File: config.mk
export PLATFORM = sky130hd
export DESIGN_NAME = fmul16
export DESIGN_NICKNAME = d
export VERILOG_FILES = /design/src/rtl/fmul16_pkg.sv /design/src/rtl/fmul16_expand.sv /design/src/rtl/fmul16_reduce.sv /design/src/rtl/fmul16.sv
export SDC_FILE = /design/constraint.sdc
export NUM_CORES = 1
export LEC_CHECK = 0
export BUFFER_PORTS_ARGS = -buffer_cell sky130_fd_sc_hd__clkbuf_2
export CAP_MARGIN = 30
export CORE_ASPECT_RATIO = 2
export CORE_MARGIN = 3
export CORE_UTILIZATION = 29
export DETAILED_ROUTE_END_ITERATION = 8
export PLACE_DENSITY = 0.43
export SLEW_MARGIN = 20
export SYNTH_ARGS = -nofsm -noshare
export SYNTH_HDL_FRONTEND = slang
export SYNTH_SLANG_ARGS = --single-unit
export TNS_END_PERCENT = 50
File: constraint.sdc
create_clock -name clk -period 13.6 [get_ports clk]
set_clock_uncertainty 0.2 [all_clocks]
set_input_delay 1.36 -clock clk [delete_from_list [all_inputs] [get_ports clk]]
set_output_delay 1.36 -clock clk [all_outputs]
set_load 0.1 [all_outputs]
File: src/rtl/fmul16_pkg.sv
package fmul16_pkg;
  localparam int unsigned FM_WORD = 16;
  localparam int unsigned FM_WIDE = FM_WORD + 1;
  localparam int unsigned FM_PROD = 2 * FM_WORD + 1;
endpackage

File: src/rtl/fmul16_expand.sv
module fmul16_expand #(
  parameter int unsigned W = fmul16_pkg::FM_WORD
) (
  input  logic [W-1:0] word_i,
  output logic [W:0]   wide_o
);
  // zero code stands for 2^W; otherwise prepend a zero bit
  always_comb begin
    if (word_i == '0) wide_o = {1'b1, {W{1'b0}}};
    else              wide_o = {1'b0, word_i};
  end
endmodule

File: src/rtl/fmul16_reduce.sv
module fmul16_reduce #(
  parameter int unsigned W = fmul16_pkg::FM_WORD
) (
  input  logic [W:0]   wa_i,
  input  logic [W:0]   wb_i,
  output logic [W-1:0] res_o
);
  localparam int unsigned PW = 2 * W + 1;

  logic [PW:0]  full;
  logic [W-1:0] lo_h;
  logic [W:0]   hi_h;
  logic [W-1:0] diff;
  logic         borrow;

  assign full   = {1'b0, wa_i} * {1'b0, wb_i};
  assign lo_h   = full[W-1:0];
  assign hi_h   = full[PW-1:W];
  assign borrow = ({1'b0, lo_h} < hi_h);
  assign diff   = lo_h - hi_h[W-1:0];
  // negative difference: add modulus, i.e. +1 after truncation
  assign res_o  = diff + {{(W-1){1'b0}}, borrow};

  logic unused_top;
  assign unused_top = full[PW];
endmodule

File: src/rtl/fmul16.sv
module fmul16 #(
  parameter int unsigned W = fmul16_pkg::FM_WORD
) (
  input  logic         clk,
  input  logic         rst,
  input  logic [W-1:0] opnd_a,
  input  logic [W-1:0] opnd_b,
  output logic [W-1:0] prod_q
);
  logic [W-1:0] words [2];
  logic [W:0]   wides [2];
  logic [W-1:0] prod_d;

  assign words[0] = opnd_a;
  assign words[1] = opnd_b;

  for (genvar g = 0; g < 2; g++) begin : g_expand
    fmul16_expand #(.W(W)) u_exp (
      .word_i (words[g]),
      .wide_o (wides[g])
    );
  end

  fmul16_reduce #(.W(W)) u_red (
    .wa_i  (wides[0]),
    .wb_i  (wides[1]),
    .res_o (prod_d)
  );

  always_ff @(posedge clk) begin
    if (rst) prod_q <= '0;
    else     prod_q <= prod_d;
  end
endmodule

* Word-level counts from Yosys, hierarchy flattened
Cells that the tools add are included.
Cells by class: $add $sub $neg 2, multipliers 1, $lt $le $gt $ge 1, mux-type cells 2, reductions and logical operators 2
Operator list (number):
- $mux W17 | 2
- $mul A17 B17 Y33 | 1
- $logic_not A16 Y1 | 2
- $lt A16 B17 Y1 | 1
- $add A16 B1 Y16 | 1
- $sub A16 B16 Y16 | 1
Storage, ports and cells: bits in registers 16, output and inout port bits 16, word-level logic and storage cells 9

* Longest topological paths before layout
Gate-level depths: netlist of run 1.
depth in word-level cells 5, mapped depth 44, mapped depth without buffers 42

* By module
From an unflattened synthesis of run 1, not the netlist that was laid out.
Second synthesis, totals: cells, all modules 1325, area total of the unflattened synthesis 11314.6 sq um
Modules (own cells, without submodules):
- fmul16_reduce | instances 1, cells each 1250, area an instance 10662.7 sq um, sequential area each 0.0 sq um
- fmul16 | instances 1, cells each 33, area an instance 464.2 sq um, sequential area each 320.3 sq um
- fmul16_expand | instances 2, cells each 21, area an instance 93.8 sq um, sequential area each 0.0 sq um

* Worst setup path before layout of run 1
No wires, ideal clock.
kind input to register, from input opnd_b[8], to register prod_q[14], library setup time 0.127 ns, arrival time 9.897 ns, path slack 3.376 ns, stages 39, path buffers 3, cells stage by stage clkbuf_1 > nor4_1 > and4_1 > clkbuf_1 > clkbuf_1 > nand2_1 > fa_1 > inv_1 > fa_1 > fa_1 > fa_1 > fa_1 > inv_1 > fa_1 > inv_1 > ha_1 > a21o_1 > a21o_1 > (+3 left out) > o21ba_2 > nand2_1 > ha_1 > fa_1 > o211ai_1 > a21oi_1 > o21ai_0 > ha_1 > inv_1 > fa_1 > o21bai_1 > a21oi_1 > o21ai_0 > nand2_1 > o311ai_0 > a41oi_1 > xnor2_1 > nor2_1
On the way: cells in the longest elaborated chain, start to end 5
Ends and longest elaborated chain:
- start: declaration | RTL line fmul16.sv:7 | input logic [W-1:0] opnd_b,
- $logic_not A16 Y1 | RTL line fmul16_expand.sv:9 | if (word_i == '0) wide_o = {1'b1, {W{1'b0}}};
- $mux W17 * | RTL line fmul16_expand.sv:9
- $mul A17 B17 Y33 * | RTL line fmul16_reduce.sv:16 | assign full = {1'b0, wa_i} * {1'b0, wb_i};
- $sub A16 B16 Y16 or $lt A16 B17 Y1 (tied branches) | RTL line fmul16_reduce.sv:20, fmul16_reduce.sv:19
- $add A16 B1 Y16 * | RTL line fmul16_reduce.sv:22 | assign res_o = diff + {{(W-1){1'b0}}, borrow};
- end signal: assignment | RTL line fmul16.sv:32 | else prod_q <= prod_d;
- end: declaration | RTL line fmul16.sv:8 | output logic [W-1:0] prod_q
Mark *: on every way between the ends. The rest lies on a longest branch, timed or not. A chain may end at the register's enable or synchronous reset.

* Final worst setup path of run 1
from input opnd_b[11], to register prod_q[14]
The elaborated chain is that of the path after synthesis.

==> results of run 1 <==
## cell families (layout without fill, tap and decap cells)
family,count (synthesis),in the layout
AOI/OAI and AO/OA,106,106
xor gates and xnor gates,46,46
adders and majority gates,366,366
buffers and inverters,368,374
DFF,16,16
and+or+nand+nor,387,387
## worst max-delay path by stage
stage	slack, ns	endpoint	start	cells after the start
2_1_floorplan	3.38	prod_q[14]$_SDFF_PP0_	opnd_b[8]	39
6_report	2.27	prod_q[14]$_SDFF_PP0_	opnd_b[11]	39
4_1_cts	2.09	prod_q[14]$_SDFF_PP0_	opnd_b[11]	39
5_1_grt	1.57	prod_q[14]$_SDFF_PP0_	opnd_a[14]	40
3_5_place_dp	1.83	prod_q[14]$_SDFF_PP0_	opnd_b[11]	39
3_3_place_gp	2.00	prod_q[14]$_SDFF_PP0_	opnd_b[11]	39
## critical path: cells and delay by family
family	cells	cell delay, ns
adders and majority gates	11	4.42
and+or+nand+nor	7	1.65
AOI/OAI and AO/OA	14	2.94
buffers and inverters	5	0.55
xor gates and xnor gates	2	0.31
## per-layer routing
metal,GRT usage (%),vias to the layer above
met5,0,-
met4,6.49,0
met3,0.660,33
met2,30.8,160
met1,17.8,4013
li1,-,3850
## metrics by stage
stage / instances / area [sq um] / util [%]
final: 1754 / 11800 / 31.6
after global routing: 1754 / 11800 / 31.6
after CTS: 1754 / 11800 / 31.6
after detailed placement: 1750 / 11700 / 31.3
after global placement: 1749 / 11700 / 31.3
after floorplan: 1289 / 11100 / -
## Yosys cell counts, drive strengths merged, types with 2 or more instances
| cell | instances |
|---|---|
| dfxtp | 16 |
| nor2b | 6 |
| o21bai | 9 |
| nand2 | 185 |
| nor4 | 10 |
| a211oi | 4 |
| nor2 | 33 |
| and4 | 2 |
| a41oi | 2 |
| nor3b | 2 |
| or2 | 3 |
| o311ai | 3 |
| and2 | 122 |
| nand3 | 6 |
| xor2 | 14 |
| o211ai | 3 |
| ha | 135 |
| a21o | 16 |
| a31oi | 4 |
| a21oi | 36 |
| fa | 231 |
| inv | 319 |
| o21ai | 15 |
| clkbuf | 48 |
| o31ai | 2 |
| nor3 | 9 |
| nand3b | 2 |
| and3 | 3 |
| xnor2 | 32 |
| a211o | 3 |
## area by class of cell
type                    count  area, sq um  share of cell area, %
multi-input cells         905         9370                   79.3
inverters                 319         1200                   10.1
well taps                 459          574                   4.86
flip-flops and latches     16          320                   2.71
repair buffers             51          260                   2.20
clock buffers               4         88.8                  0.752
==> flow_results.org, run 1 <==
** Drt
- Using the TritonRoute via totals, the vias-per-cell ratio works out to 4.59.
- Routed wire length :: 31,600 microns
- WL met1 :: 11,800 microns
- Detailed routing inserted a total of 8,056 vias.
- In this run, the number of DRC markers left after iteration 0 of detailed routing was 316.
- Remaining antenna violation count after routing :: 0
- Residual DRC count :: 0
- Detailed routing placed a total of 832 microns of wire on met3.
- Routed length on met2 :: 17,400 microns
- Dividing the detail-routed wire length by the instance count gives 18.0 microns.
- Highest routed layer :: met4
- Number of iterations in the first detailed-routing pass :: 4

** Synthesis
- The synthesized netlist devotes 16.9% of its cell area to simple gates.
- The synthesized design devotes to its leading area cell type 41.8% of total area.
- The cell count after synthesis came out at 1,289.
- For this run, asynchronously set or reset flops after synthesis account for 0%.
- The largest total area in the synthesized netlist belongs to fa_1.
- Synth top area cells :: fa_1 (42%), ha_1 (15%), inv_1 (11%), and2_1 (6.9%), nand2_1 (6.3%)
- Number of synthesized flops with an enable pin :: 0
- Compound-gate portion of the synthesized area :: 7.04%
- The Yosys step of the flow raised 0 warnings.
- Cell variety after synth :: 54
- Main combinational cell family by area after synthesis :: adder cells
- Dividing the synthesized area by the synthesized cell count gives 8.59 sq um.
- Area share of fa/ha/maj cells after synthesis :: 57.0%
- In the synthesized netlist the dominant register cell turns out to be dfxtp_1.
- Counting flops and latches in the post-synthesis netlist gives 16.
- Post-synthesis net count :: 1,689
- Portion of netlist area occupied by mux cells :: 0%
- Cell area after technology mapping :: 11,100 sq um
- Xor and xnor fraction of the mapped netlist area :: 3.64%
- Sequential area share after synthesis :: 2.89%

** Timing
- Max Clk Rate :: 88.3 MHz
- Setup TNS after final layout :: 0 ns
- Min Hold Slack :: 1.35 ns
- The number of pins exceeding their max-slew limit in the final report came to 0.
- Unrepaired setup endpoints after global routing :: false
- The clock period could shrink to 11.33 ns.
- Remaining max-slew budget at the tightest pin :: 38.4%
- Setup violations remaining at the end of the flow were counted as 0.
- Final hold vios :: 0
- At the pin with the least slew margin, the transition time is 0.918 ns.
- PnR worst setup slack :: 2.27 ns
- Of the available clock period, the critical path in the final layout requires 83.3%.

** Final layout
- Area growth syn-to-layout :: 6.67%
- Most flops, register :: prod_q
- Of the cells placed in the final design, the portion with a size suffix greater than 1 is 5.56%.
- The library cell used most frequently in the layout, excluding fill and tap cells, is inv_1.
- The register with the most flip-flops in the layout has 16 of them.
- The layout has 3,928 filler cells.
- The final layout contains 1,696 nets.
- The largest registers in the layout are prod_q x16.
- Leading cell types in the layout, fill and taps excluded :: inv_1 (319), fa_1 (231), nand2_1 (185)
- Number of diodes added for antenna fixing :: 0

** Worst hold path
- Counting instances, the worst hold path has a depth of 2.
- Hold Crit Start :: rst
- Type of the most critical hold path :: in2reg
- Worst Hold End :: prod_q[1]$_SDFF_PP0_

** Critical path
- Peak per-stage delay on the critical path :: 0.68 ns
- The slowest stage of the critical path belongs to the cell and4_1.
- Crit path DAT :: 11.25 ns
- Worst Path Class, Setup :: in2reg
- For the worst setup path, the data required time is 13.52 ns.
- Endpoint type of the worst setup path :: register
- CP Launch Type :: primary input
- The most numerous cell type found on the critical path is fa_1.
- In this run the worst path has a maximum fanout of 18.

** Die
- Die Area :: 40,700 sq um
- In this run the standard cell core region covers 37,400 sq um.
- Die Ht :: 282 microns
- Number of placement rows :: 100
- Once the floorplan was initialized, standard cells occupied 29.6% of the core.
- For this design the top-level I/O count stands at 50.
- Die Wd :: 144 microns

** GRT
- Number of global-route vias before repair :: 8,913
- Sum of overflow across all layers after global routing :: 0
- Combined global-route utilization of all metal layers :: 15.9%
- Antenna violations before repair :: 0
- Pin count of the biggest net entering global routing :: 21
- The first global-routing pass estimated 49,300 microns of wire.

** Run status
- The run finished with clean final reports.

** Clocking
- Number of buffers created by CTS :: 3
- CTS-repair resized insts :: 0
- Once the clock tree was built, the setup fixing pass inserted 0 buffers.
- Depth of the CTS H-tree :: 1
- Clock root buffer :: clkbuf_16
- TritonCTS built the clock tree.
- The clock passes through at most 2 buffers.
- Clock tree synthesis found a total of 16 sinks.
- Clock-pin slew was measured on the worst setup and hold paths at 0.05 ns.
- Hold repair after CTS inserted 0 buffers.

** Flow run
- Across the run, the number of max-cap violations was 0.

** Placement
- Post-placement setup slack :: 1.83 ns
- The congestion estimate from routability-driven global placement came to 0.842.
- The count of buffers added on input and output ports is 49.
- Summed over all nets, the half-perimeter wirelength after detailed placement is 27,500 microns.
Power of run 1 is not shown: default switching activity piles up to over one toggle a cycle in this logic, so the estimate is an artifact.
==> run 2: changes to the inputs <==
- clock period: 13.6 -> 11.73 ns (I/O delays scaled with it)
==> flow_results.org, run 2 (same netlist as run 1, synthesis figures left out) <==
** Run status
- Run status :: finished clean

** Final layout
- Final design instance area without fill :: 12,000 sq um
- Number of diodes added for antenna fixing :: 0
- Utilization after layout :: 32.1%
- Leading cell types in the layout, fill and taps excluded :: inv_1 (319), fa_1 (231), nand2_1 (185)
- The post-route netlist has 7.42% of its cells at a drive strength greater than 1.
- The largest registers in the layout are prod_q x16.
- Max reg flops :: 16
- Area growth syn-to-layout :: 8.43%
- prod_q holds more flip-flops than any other register.
- After the last flow step, the layout net total stands at 1,722.
- Finished Layout Cells :: 1,780
- Leading cell type in the layout, fill and taps excluded :: inv_1
- Counting the fill cells in the layout gives 3,984.

** Clocking
- TritonCTS built the clock tree.
- Number of buffers created by CTS :: 3
- CTS Hold Bufs :: 0
- Sink Count :: 16
- Clock-pin slew was measured on the worst setup and hold paths at 0.05 ns.
- Clock root buffer :: clkbuf_16
- Depth of the CTS H-tree :: 1
- Clock buffer depth :: 2
- After clock tree synthesis, the setup repair step added 0 buffers.
- CTS-repair resized insts :: 0

** Placement
- Input/output buffers :: 49
- Summing all placed instances gives a cell area of 11,900 sq um.
- Including well taps, the total number of placed cells is 1,776.
- Half-perimeter wire length of the detailed placement result :: 28,700 microns
- Routability-driven placement finished with a final weighted congestion of 0.858.

** Die
- Die Wd :: 144 microns
- Initial standard-cell utilization of the core :: 29.6%
- Die Ht :: 282 microns
- After floorplanning, the core was divided into 100 placement rows.
- CORE AREA :: 37,400 sq um
- The floorplan step defined a die boundary enclosing 40,700 sq um.
- I/O pin count :: 50

** Timing
- Transition time at the pin with the least slew margin :: 0.919 ns
- For this run, the top clock speed supported by timing is 92.5 MHz.
- Setup repair after global routing left no endpoint under its margin.
- Setup TNS after final layout :: 0 ns
- Remaining max-slew budget at the tightest pin :: 38.3%
- Final max-slew violation count :: 0
- Final number of setup-violating endpoints :: 0
- Final hold vios :: 0
- Final period demand of the worst path :: 10.81 ns
- Fin crit share :: 92.2%

** GRT
- Summed over all layers, the global routing overflow is 0.
- Combined global-route utilization of all metal layers :: 17.1%
- Number of global-route vias before repair :: 9,375
- The initial antenna violation count came to 0.
- Entering global routing, the biggest net connects 21 pins.
- Global-route wire length before repair :: 52,600 microns

** Drt
- In the routed design, unresolved DRC markers number 0.
- The detailed router finished its first iteration with 331 violations.
- Routed wire length :: 33,400 microns
- Avg WL per Cell :: 18.8 microns
- For this block, the via count after detailed routing is 8,338.
- Using the TritonRoute via totals, the vias-per-cell ratio works out to 4.68.
- Number of iterations in the first detailed-routing pass :: 5
- Remaining antenna violation count after routing :: 0

** Critical path
- For the worst setup path, the data arrival time is 10.74 ns.
- Endpoint required time on the critical path :: 11.66 ns
- Combined buffer and inverter count along the critical path :: 5
- For this run, the slowest stage of the critical path takes 0.54 ns.
- The cell that appears most often on the critical path is fa_1.
- Slowest cell on crit path :: fa_1
- The worst setup path is launched from a primary input.
- Endpoint type of the worst setup path :: register
- On the critical path the largest part of the delay comes from adder cells.
- Worst Path Class, Setup :: in2reg
- In this run the worst path has a maximum fanout of 18.
- The most critical setup path has its startpoint at opnd_b[15].

** Worst hold path
- Hold Crit Start :: rst
- Type of the most critical hold path :: in2reg

** Flow run
- Across the run, the number of max-cap violations was 0.
[run 2: changes by cell type in the layout (fill, tap and decap cells not counted), sizes merged]
cell,previous run,this run
buf,2,28
[run 2: layout make-up]
class / count / area (sq um) / area share, %
Multi-Input combinational cell: 905 / 9370 / 78.0
Sequential cell: 16 / 320 / 2.67
Timing Repair Buffer: 77 / 455 / 3.79
Inverter: 319 / 1200 / 9.98
Clock buffer: 4 / 88.8 / 0.740
Tap cell: 459 / 574 / 4.78
[run 2: path summary, 6_finish.rpt]
| path | cells past startpoint | slack [ns] | end |
|---|---|---|---|
| max | 36 | 0.92 | prod_q[14]$_SDFF_PP0_ |
| min | 2 | 1.15 | prod_q[1]$_SDFF_PP0_ |
[run 2: layer usage]
layer / wire (microns) / share of wire, % / GRT usage, % / vias to the layer above
met2: 18000 / 54 / 32.2 / 192
met5: 0 / 0 / 0 / -
li1: - / - / - / 3896
met4: 2480 / 7.4 / 9.77 / 0
met1: 12300 / 37 / 18.9 / 4180
met3: 687 / 2.1 / 0.338 / 70
[run 2: per-stage QoR]
step / hold WS, ns / worst slack, ns
5_1_grt: 1.21 / 0.116
3_3_place_gp: 1.43 / 0.674
2_1_floorplan: 1.28 / 1.69
6_report: 1.15 / 0.919
3_5_place_dp: 1.44 / 0.515
4_1_cts: 1.17 / 0.761
Power of run 2 is left out for the same reason.
